`src/rtl/uart_rx_pkg.sv`:
```
// Package: shared types for the oversampling receiver.
// Assumes nothing beyond IEEE 1800-2017 enums.
package uart_rx_pkg;
    typedef enum logic [1:0] {
        RX_IDLE  = 2'd0,
        RX_START = 2'd1,
        RX_DATA  = 2'd2,
        RX_STOP  = 2'd3
    } rx_state_e;
endpackage

```
`src/rtl/uart_rx_sync.sv`:
```
// Module: two-flop synchroniser for the asynchronous receive line.
// Assumes the idle line level is 1, which is also the reset value.
module uart_rx_sync #(
    parameter int STAGES = 2
) (
    input  logic clk,
    input  logic rst_n,
    input  logic din,
    output logic dout
);
    logic [STAGES-1:0] chain;

    // Shift the raw line through the synchroniser chain.
    always_ff @(posedge clk) begin
        if (!rst_n) chain <= '1;
        else        chain <= {chain[STAGES-2:0], din};
    end

    assign dout = chain[STAGES-1];
endmodule

```
`src/rtl/uart_rx_vote.sv`:
```
// Module: three-sample shift register and vote logic.
// Shifts in on cap. The vote covers the two stored samples plus the
// current sample, so a decision can be made in the cycle of the third capture.
module uart_rx_vote (
    input  logic clk,
    input  logic rst_n,
    input  logic cap,
    input  logic din,
    output logic maj,
    output logic all_zero,
    output logic mixed
);
    logic [1:0] hist;
    logic [2:0] trio;

    // Keep the two most recent captured samples.
    always_ff @(posedge clk) begin
        if (!rst_n)   hist <= 2'b11;
        else if (cap) hist <= {hist[0], din};
    end

    // Majority and agreement over the current trio.
    always_comb begin
        trio     = {hist, din};
        maj      = (trio[0] & trio[1]) | (trio[0] & trio[2]) | (trio[1] & trio[2]);
        all_zero = (trio == 3'b000);
        mixed    = (trio != 3'b000) && (trio != 3'b111);
    end
endmodule

```
`src/rtl/uart_rx_fsm.sv`:
```
// Module: frame state machine, phase and bit counters, data shifter, flags.
// Assumes sample_en pulses OVS times per bit and nine_bit is stable during a frame.
module uart_rx_fsm
    import uart_rx_pkg::*;
#(
    parameter int OVS    = 16,
    parameter int DATA_W = 9
) (
    input  logic              clk,
    input  logic              rst_n,
    input  logic              sample_en,
    input  logic              line,
    input  logic              nine_bit,
    input  logic              maj,
    input  logic              all_zero,
    input  logic              mixed,
    output logic              cap,
    output logic [DATA_W-1:0] rx_data,
    output logic              rx_ready,
    output logic              noise_err,
    output logic              frame_err,
    output logic              armed,
    output logic              busy
);
    localparam int PH_W = $clog2(OVS);
    localparam int BI_W = $clog2(DATA_W + 1);
    localparam logic [PH_W-1:0] PH_V0   = PH_W'(OVS / 4 - 1);
    localparam logic [PH_W-1:0] PH_V1   = PH_W'(OVS / 4 + 1);
    localparam logic [PH_W-1:0] PH_V2   = PH_W'(OVS / 2 - 1);
    localparam logic [PH_W-1:0] PH_D0   = PH_W'(OVS / 2);
    localparam logic [PH_W-1:0] PH_D2   = PH_W'(OVS / 2 + 2);
    localparam logic [PH_W-1:0] PH_LAST = PH_W'(OVS - 1);

    rx_state_e         state;
    logic [PH_W-1:0]   phase;
    logic [BI_W-1:0]   bit_idx;
    logic [BI_W-1:0]   last_bit;
    logic [DATA_W-1:0] shreg;
    logic              noise_acc;
    logic              seen_one;
    logic              stop_val;
    logic              in_start_win;
    logic              in_bit_win;

    // Select the capture phases for the current state.
    always_comb begin
        in_start_win = (state == RX_START) &&
                       (phase == PH_V0 || phase == PH_V1 || phase == PH_V2);
        in_bit_win   = (state == RX_DATA || state == RX_STOP) &&
                       (phase >= PH_D0) && (phase <= PH_D2);
        cap          = sample_en && (in_start_win || in_bit_win);
        last_bit     = nine_bit ? BI_W'(DATA_W - 1) : BI_W'(DATA_W - 2);
        busy         = (state != RX_IDLE);
    end

    // Frame sequencing, bit assembly and the restart rules.
    always_ff @(posedge clk) begin
        if (!rst_n) begin
            state     <= RX_IDLE;
            phase     <= '0;
            bit_idx   <= '0;
            shreg     <= '0;
            noise_acc <= 1'b0;
            seen_one  <= 1'b0;
            stop_val  <= 1'b1;
            armed     <= 1'b0;
            rx_data   <= '0;
            rx_ready  <= 1'b0;
            noise_err <= 1'b0;
            frame_err <= 1'b0;
        end else begin
            rx_ready <= 1'b0;
            if (sample_en) begin
                unique case (state)
                    RX_IDLE: begin
                        if (line) begin
                            armed <= 1'b1;
                        end else if (armed) begin
                            state     <= RX_START;
                            phase     <= PH_W'(1);
                            noise_acc <= 1'b0;
                            seen_one  <= 1'b0;
                            shreg     <= '0;
                        end
                    end
                    RX_START: begin
                        phase <= phase + 1'b1;
                        if (phase == PH_V2) begin
                            if (maj) begin
                                state <= RX_IDLE;
                                armed <= 1'b0;
                            end else begin
                                noise_acc <= !all_zero;
                            end
                        end
                        if (phase == PH_LAST) begin
                            state   <= RX_DATA;
                            bit_idx <= '0;
                        end
                    end
                    RX_DATA: begin
                        phase <= phase + 1'b1;
                        if (phase == PH_D2) begin
                            noise_acc <= noise_acc | mixed;
                            seen_one  <= seen_one | maj;
                            if (nine_bit) shreg <= {maj, shreg[DATA_W-1:1]};
                            else          shreg <= {1'b0, maj, shreg[DATA_W-2:1]};
                        end
                        if (phase == PH_LAST) begin
                            if (bit_idx == last_bit) state <= RX_STOP;
                            else                     bit_idx <= bit_idx + 1'b1;
                        end
                    end
                    RX_STOP: begin
                        phase <= phase + 1'b1;
                        if (phase == PH_D2) begin
                            noise_acc <= noise_acc | mixed;
                            stop_val  <= maj;
                        end
                        if (phase == PH_LAST) begin
                            state     <= RX_IDLE;
                            rx_ready  <= 1'b1;
                            rx_data   <= shreg;
                            noise_err <= noise_acc;
                            frame_err <= !stop_val;
                            armed     <= stop_val | seen_one;
                        end
                    end
                    default: state <= RX_IDLE;
                endcase
            end
        end
    end
endmodule

```
`src/rtl/uart_rx_qual.sv`:
```
// Module: top of the oversampling receiver with start qualification.
// Assumes sample_en is a one-clock pulse at 16x the bit rate and rxd idles high.
module uart_rx_qual #(
    parameter int OVS    = 16,
    parameter int DATA_W = 9,
    parameter int SYNC_N = 2
) (
    input  logic              clk,
    input  logic              rst_n,
    input  logic              sample_en,
    input  logic              rxd,
    input  logic              nine_bit,
    output logic [DATA_W-1:0] rx_data,
    output logic              rx_ready,
    output logic              noise_err,
    output logic              frame_err
);
    logic line_s;
    logic cap;
    logic maj;
    logic all_zero;
    logic mixed;
    logic armed;
    logic busy;

    uart_rx_sync #(.STAGES(SYNC_N)) u_sync (
        .clk  (clk),
        .rst_n(rst_n),
        .din  (rxd),
        .dout (line_s)
    );

    uart_rx_vote u_vote (
        .clk     (clk),
        .rst_n   (rst_n),
        .cap     (cap),
        .din     (line_s),
        .maj     (maj),
        .all_zero(all_zero),
        .mixed   (mixed)
    );

    uart_rx_fsm #(.OVS(OVS), .DATA_W(DATA_W)) u_fsm (
        .clk      (clk),
        .rst_n    (rst_n),
        .sample_en(sample_en),
        .line     (line_s),
        .nine_bit (nine_bit),
        .maj      (maj),
        .all_zero (all_zero),
        .mixed    (mixed),
        .cap      (cap),
        .rx_data  (rx_data),
        .rx_ready (rx_ready),
        .noise_err(noise_err),
        .frame_err(frame_err),
        .armed    (armed),
        .busy     (busy)
    );
endmodule

```
`config.mk`:
```
export PLATFORM = sky130hd
export DESIGN_NAME = uart_rx_qual
export DESIGN_NICKNAME = d
export VERILOG_FILES = /design/src/rtl/uart_rx_pkg.sv /design/src/rtl/uart_rx_sync.sv /design/src/rtl/uart_rx_vote.sv /design/src/rtl/uart_rx_fsm.sv /design/src/rtl/uart_rx_qual.sv
export SDC_FILE = /design/constraint.sdc
export NUM_CORES = 1
export LEC_CHECK = 0
export ABC_AREA = 1
export CORE_ASPECT_RATIO = 1.5
export CORE_UTILIZATION = 37
export CTS_CLUSTER_SIZE = 24
export DETAILED_ROUTE_END_ITERATION = 7
export GPL_TIMING_DRIVEN = 0
export SYNTH_ARGS = -nofsm -noshare
export SYNTH_HDL_FRONTEND = slang
export SYNTH_SLANG_ARGS = --single-unit
```
`constraint.sdc`:
```
create_clock -name clk -period 1.9 [get_ports clk]
set_input_delay 0.19 -clock clk [delete_from_list [all_inputs] [get_ports clk]]
set_output_delay 0.19 -clock clk [all_outputs]
set_load 0.02 [all_outputs]
```
# Word-level counts from Yosys, hierarchy flattened
# Cells that the tools add are included.
[classes] addsub=2 n_lt_le_gt_ge=2 eq_ne=25 muxes=36 bitwise_logic=8 n_reduce_logical=28
[op_table] op="$mux 9" count=4
[op_table] op="$mux 4" count=6
[op_table] op="$ne 2x2->1 const B" count=10
[op_table] op="$pmux 9 s2" count=1
[op_table] op="$mux 2" count=8
[op_table] op="$pmux 4 s2" count=2
[op_table] op="$reduce_and 3->1" count=4
[op_table] op="$reduce_and 6->1" count=2
[op_table] op="$mux 1" count=11
[op_table] op="$reduce_and 5->1" count=2
[op_table] op="$add 4x1->4 const B" count=2
[op_table] op="$eq 4x3->1 const B" count=2
[op_table] op="$eq 4x4->1 const B" count=2
[op_table] op="$pmux 2 s4" count=1
[op_table] op="$reduce_and 8->1" count=1
[op_table] op="$ne 2x1->1 const B" count=3
[op_table] op="$ne 3x3->1 const B" count=2
[op_table] op="$pmux 1 s3" count=2
[op_table] op="$reduce_bool 3->1" count=2
[op_table] op="$logic_and 1x1->1" count=5
[op_table] op="$or 1x1->1" count=5
[op_table] op="$eq 2x2->1 const B" count=2
[op_table] op="$eq 4x2->1 const B" count=1
[op_table] op="$eq 4x4->1" count=1
[op_table] op="other kinds (13)" count=20
[word_totals] register_bits=39 input_bits=5 output_inout_bits=12 elab_cells=115

# Depth between registers and ports, before layout
[depth] depth_word=7 depth_mapped=11 mapped_depth_nobuf=11

# By module
# Synthesis repeated with hierarchy kept, for this count alone.
[hier_totals] cells_unflattened=249 hier_area_um2=1850.5
[modules_own_cells] mod="uart_rx_fsm" instances=1 cells_per_inst=226 area_per_inst_um2=1692.9 seq_area_each_um2=700.7
[modules_own_cells] mod="uart_rx_vote" instances=1 cells_per_inst=17 area_per_inst_um2=102.6 seq_area_each_um2=40.0
[modules_own_cells] mod="uart_rx_sync" instances=1 cells_per_inst=6 area_per_inst_um2=55.1 seq_area_each_um2=40.0

# Worst setup path after synthesis
# Ideal clock, no wire load.
[synth_timing] path_kind="register to register" start="register u_fsm.state[0]" end="register u_fsm.shreg[8]" arrival_time_ns=1.458 slack_ns=0.314 path_stages_with_launch=9 period_less_slack_ns=1.586 cell_sequence="dfxtp_1 > inv_1 > ha_1 > buf_2 > or2_2 > nand2_2 > buf_6 > o21a_1 > nor2_1"
[synth_via] elab_chain_len=3 elab_cells_between_ends=8 classes_between="eq/ne (4); mux (1); reduce/logical (3)"
[synth_lines] item="from (decl)" line_no="uart_rx_fsm.sv:34" text="rx_state_e state;"
[synth_lines] item="from (signal assigned)" line_no="uart_rx_fsm.sv:59" text="state <= RX_IDLE;"
[synth_lines] item="from (signal assigned)" line_no="uart_rx_fsm.sv:79" text="state <= RX_START;"
[synth_lines] item="from (signal assigned)" line_no="uart_rx_fsm.sv:90" text="state <= RX_IDLE;"
[synth_lines] item="$eq 2x2->1 or $logic_not 2->1 (tied branches)" line_no="uart_rx_fsm.sv:74" text="unique case (state)"
[synth_lines] item="$ne 2x2->1 (no source line), or another cell as far along"
[synth_lines] item="$reduce_and 5->1 (no source line)"
[synth_lines] item="to (signal assigned)" line_no="uart_rx_fsm.sv:106" text="if (nine_bit) shreg <= {maj, shreg[DATA_W-1:1]};"
[synth_lines] item="to (signal assigned)" line_no="uart_rx_fsm.sv:107" text="else shreg <= {1'b0, maj, shreg[DATA_W-2:1]};"
[synth_lines] item="to (decl)" line_no="uart_rx_fsm.sv:38" text="logic [DATA_W-1:0] shreg;"
# Parallel ways exist; a longest one is shown, timed or not.
# A chain may end at the register's enable or synchronous reset.

# Worst setup path in the final report
[layout_timing] start="register u_fsm.state[0]" end="register u_fsm.seen_one"
[layout_via] elab_chain_len=3 elab_cells_between_ends=8 classes_between="eq/ne (4); mux (1); reduce/logical (3)"
[layout_lines] item="$eq 2x2->1 or $logic_not 2->1 (tied branches)" line_no="uart_rx_fsm.sv:74"
[layout_lines] item="$ne 2x2->1 (no source line), or another cell as far along"
[layout_lines] item="$reduce_and 5->1 (no source line)"
[layout_lines] item="to (signal assigned)" line_no="uart_rx_fsm.sv:105" text="seen_one <= seen_one | maj;"
[layout_lines] item="to (decl)" line_no="uart_rx_fsm.sv:40" text="logic seen_one;"
# Parallel ways exist; a longest one is shown, timed or not.

==> results.md <==
| Parameter | Reported |
| --- | --- |
| H-tree levels | 2 |
| Core Area | 4890 um^2 |
| Number of pins with negative max-slew slack in the final report | 0 |
| Top post-synthesis cells by area | dfxtp_1 41%, nand2_1 12%, nor2_1 7.7% |
| Count of final hold-check violations | 0 |
| Antenna cell count | 0 |
| Via count of the first global-routing pass | 1625 |
| Non-Filler Instances | 353 |
| CP Data Arrival Time | 1.91 ns |
| Estimated wirelength of the detail-placed design | 3.09 mm |
| First-pass GRT wire length | 7.28 mm |
| Final total power | 0.00159 W |
| Root Driver | clkbuf_8 |
| Number of antenna violations at the first check in global routing | 0 |
| Cells after DPL | 345 |
| Launching element type of the critical path | flop |
| Std-Cell Rows | 31 |
| CTS clk-pin slew, worst paths | 0.08 ns |
| CTS Hold Buffers Added | 0 |
| Aggregate global-route resource usage | 17.3% |
| Synthesis warning total | 0 |
| Category of the worst setup path capture point | flop |
| DRC violation count after routing | 0 |
| Initial detailed-routing violation count | 81 |
| Maximum Capacitance Violations | 0 |
| Post-DRT Antenna Nets | 0 |
| Maximum clock path buffer count | 2 |
| Port Buffer Count | 16 |
| Sequential fraction of the synthesis area | 40.8% |
| Status | complete, no violations |
| Clock period minus worst slack | 1.72 ns |
| Number of setup buffers added after CTS | 0 |
| Classification of the worst setup path | flop to flop |
| Iteration count of the initial detailed-routing pass | 4 |
| F_max | 582 MHz |
| Leakage power figure | 0.971 nW |
| RSZ-0062 raised after global routing | false |
| Resized Gates After CTS | 0 |
| Share of cells above drive strength 1 | 10.1% |
| Slew @ Worst Pin | 0.462 ns |
| Number of vias after detailed routing | 1686 |
| Clock insertion delay at the later pin of the skew report | 0.29 ns |
| Via-per-instance ratio | 4.78 |
| Final cycle utilization of the critical path | 90.5% |
| Count of state elements after synthesis | 39 |
| Most area-hungry cell type in the Yosys netlist | dfxtp_1 |
| Vertical extent of the die | 90.1 um |
| Number of top-level design ports | 17 |
| Initial cell density of the core | 39.1% |
| Routed wire length | 4.15 mm |
| Clock tree from TritonCTS | yes |
| Chip Width | 60.7 um |
| Total congestion overflow after global routing | 0 |
| Cells after Synth | 263 |
| Peak fanout along the critical path | 10 |
| Share of the synthesized area in the top cell type | 40.8% |
| Number of endpoints failing setup at the final stage | 0 |
| Total negative setup slack | 0 ns |
| HP Class | flop to flop |
| Avg WL per Cell | 11.8 um |
| Weighted congestion reported at the end of routability-driven placement | 0.825 |
| Clock Skew | 0.00459 ns |
| Clock sinks | 39 |
| Nets | 300 |
| Die outline area | 5470 um^2 |
| Required time of the critical path | 2.09 ns |
| CTS Buf Count | 5 |
| Syn-to-layout area delta | 18.9% |
| Worst rel slew slack | 69.2% |
| Synthesized netlist net count | 277 |
| Cell variety after synth | 31 |
| Pwr Density | 699 nW/um^2 |
| Post-synth design cell area | 1910 um^2 |
| Syn Area/Cell | 7.27 um^2 |
| Largest vdd supply drop | 0.550 mV |
| Pin count of the biggest net entering global routing | 14 |
==> per-layer routing <==
metal | up-vias | track usage [%] | share of wire (%)
met5 | - | 0 | 0
met4 | 0 | 4.73 | 0.96
met3 | 4 | 3.74 | 2.8
met2 | 22 | 30.4 | 53
met1 | 768 | 20.2 | 44
li1 | 892 | - | -
==> power by group <==
group	internal, W	total (W)	switching, W
sequential	0.000823	0.000827	0.00000464
clock	0.000391	0.000696	0.000305
combinational	0.0000240	0.0000677	0.0000437
total	0.00124	0.00159	0.000353
==> cell type report <==
cell class                      count  area [um^2]
Clock inverter                      3         43.8
Inverter                           25         96.3
Sequential cell                    39          782
Timing Repair Buffer               16          160
Multi-Input combinational cell    193         1000
Clock buffer                        5         68.8
Buffer                              6         36.3
Fill cell                         531         2610
Tap cell                           66         82.6
==> placed cells by master (no fill, tap or decap), types with 3 or more instances in the layout <==
cell type	count
nor2_4	3
dfxtp_1	38
nor2_1	38
inv_1	22
or2_2	3
ha_1	9
a21oi_1	19
clkbuf_8	5
clkdlybuf4s50_1	16
nand3_1	18
nand2_1	61
o21ai_0	21
==> cells by family after synthesis <==
| logic type | share of synthesized area, % |
|---|---|
| AO/OA/AOI/OAI | 14.0 |
| XOR/XNOR | 0.916 |
| adder cells (fa/ha/maj) | 5.89 |
| buffers and inverters | 6.80 |
| flip-flops | 40.8 |
| AND/OR/NAND/NOR | 31.6 |
==> cell usage after synthesis <==
library cell and instances:
a21oi_1 19, nor2_2 1, nand3_1 18, nor3_4 1
inv_2 3, inv_1 22, buf_6 1, nor3_1 2
clkbuf_1 2, a31oi_1 2, o311ai_0 1, nand3_4 1
nor4_1 1, nand2_4 1, buf_2 2, nand2_2 1
xor2_1 1, nand2_1 61, xnor2_1 1, a21oi_4 1
a211oi_1 1, ha_1 9, o21a_1 2, or2_2 3
nor2_1 39, dfxtp_1 39, nor2_4 3, o21ai_0 21
buf_4 1, o31ai_1 1, nand4_1 2
==> flip-flops by register name, summed over array words and instances, names as in the netlist, 2 cells and up, named ones only <==
name,flops
u_sync.chain,2
u_fsm.shreg,9
u_vote.hist,2
u_fsm.bit_idx,4
u_fsm.phase,4
u_fsm.rx_data,9
==> worst max-delay path, cell delays in order (launching register included) <==
cell and delay (ns):
dfxtp_2 0.37, inv_1 0.09, ha_1 0.25, nand2_1 0.13, nand3_4 0.17, a21oi_4 0.17, nand2_2 0.07, buf_6 0.14
o21ai_0 0.14, nor2_1 0.07
==> path summary, 6_finish.rpt <==
check / from / to / slack, ns / depth (start not counted)
worst max register to register: u_fsm.state[0] / u_fsm.seen_one / 0.18 / 9
worst min register to register: u_sync.chain[0] / u_sync.chain[1] / 0.42 / 1
worst max-delay path: u_fsm.state[0] / u_fsm.seen_one / 0.18 / 9
worst min-delay path: u_sync.chain[0] / u_sync.chain[1] / 0.42 / 1
==> per-stage QoR <==
step | cell area (um^2) | worst slack (ns) | hold WS [ns] | util [%]
CTS | 2270 | 0.0486 | 0.423 | 46.4
detailed placement | 2160 | 0.0549 | 0.404 | 44.1
floorplan | 1910 | 0.314 | 0.297 | -
global placement | 2160 | 0.0365 | 0.403 | 44.1
global route | 2270 | 0.00114 | 0.441 | 46.5
finish | 2270 | 0.181 | 0.418 | 46.5
No activity file was read; power rests on OpenSTA's default activity.
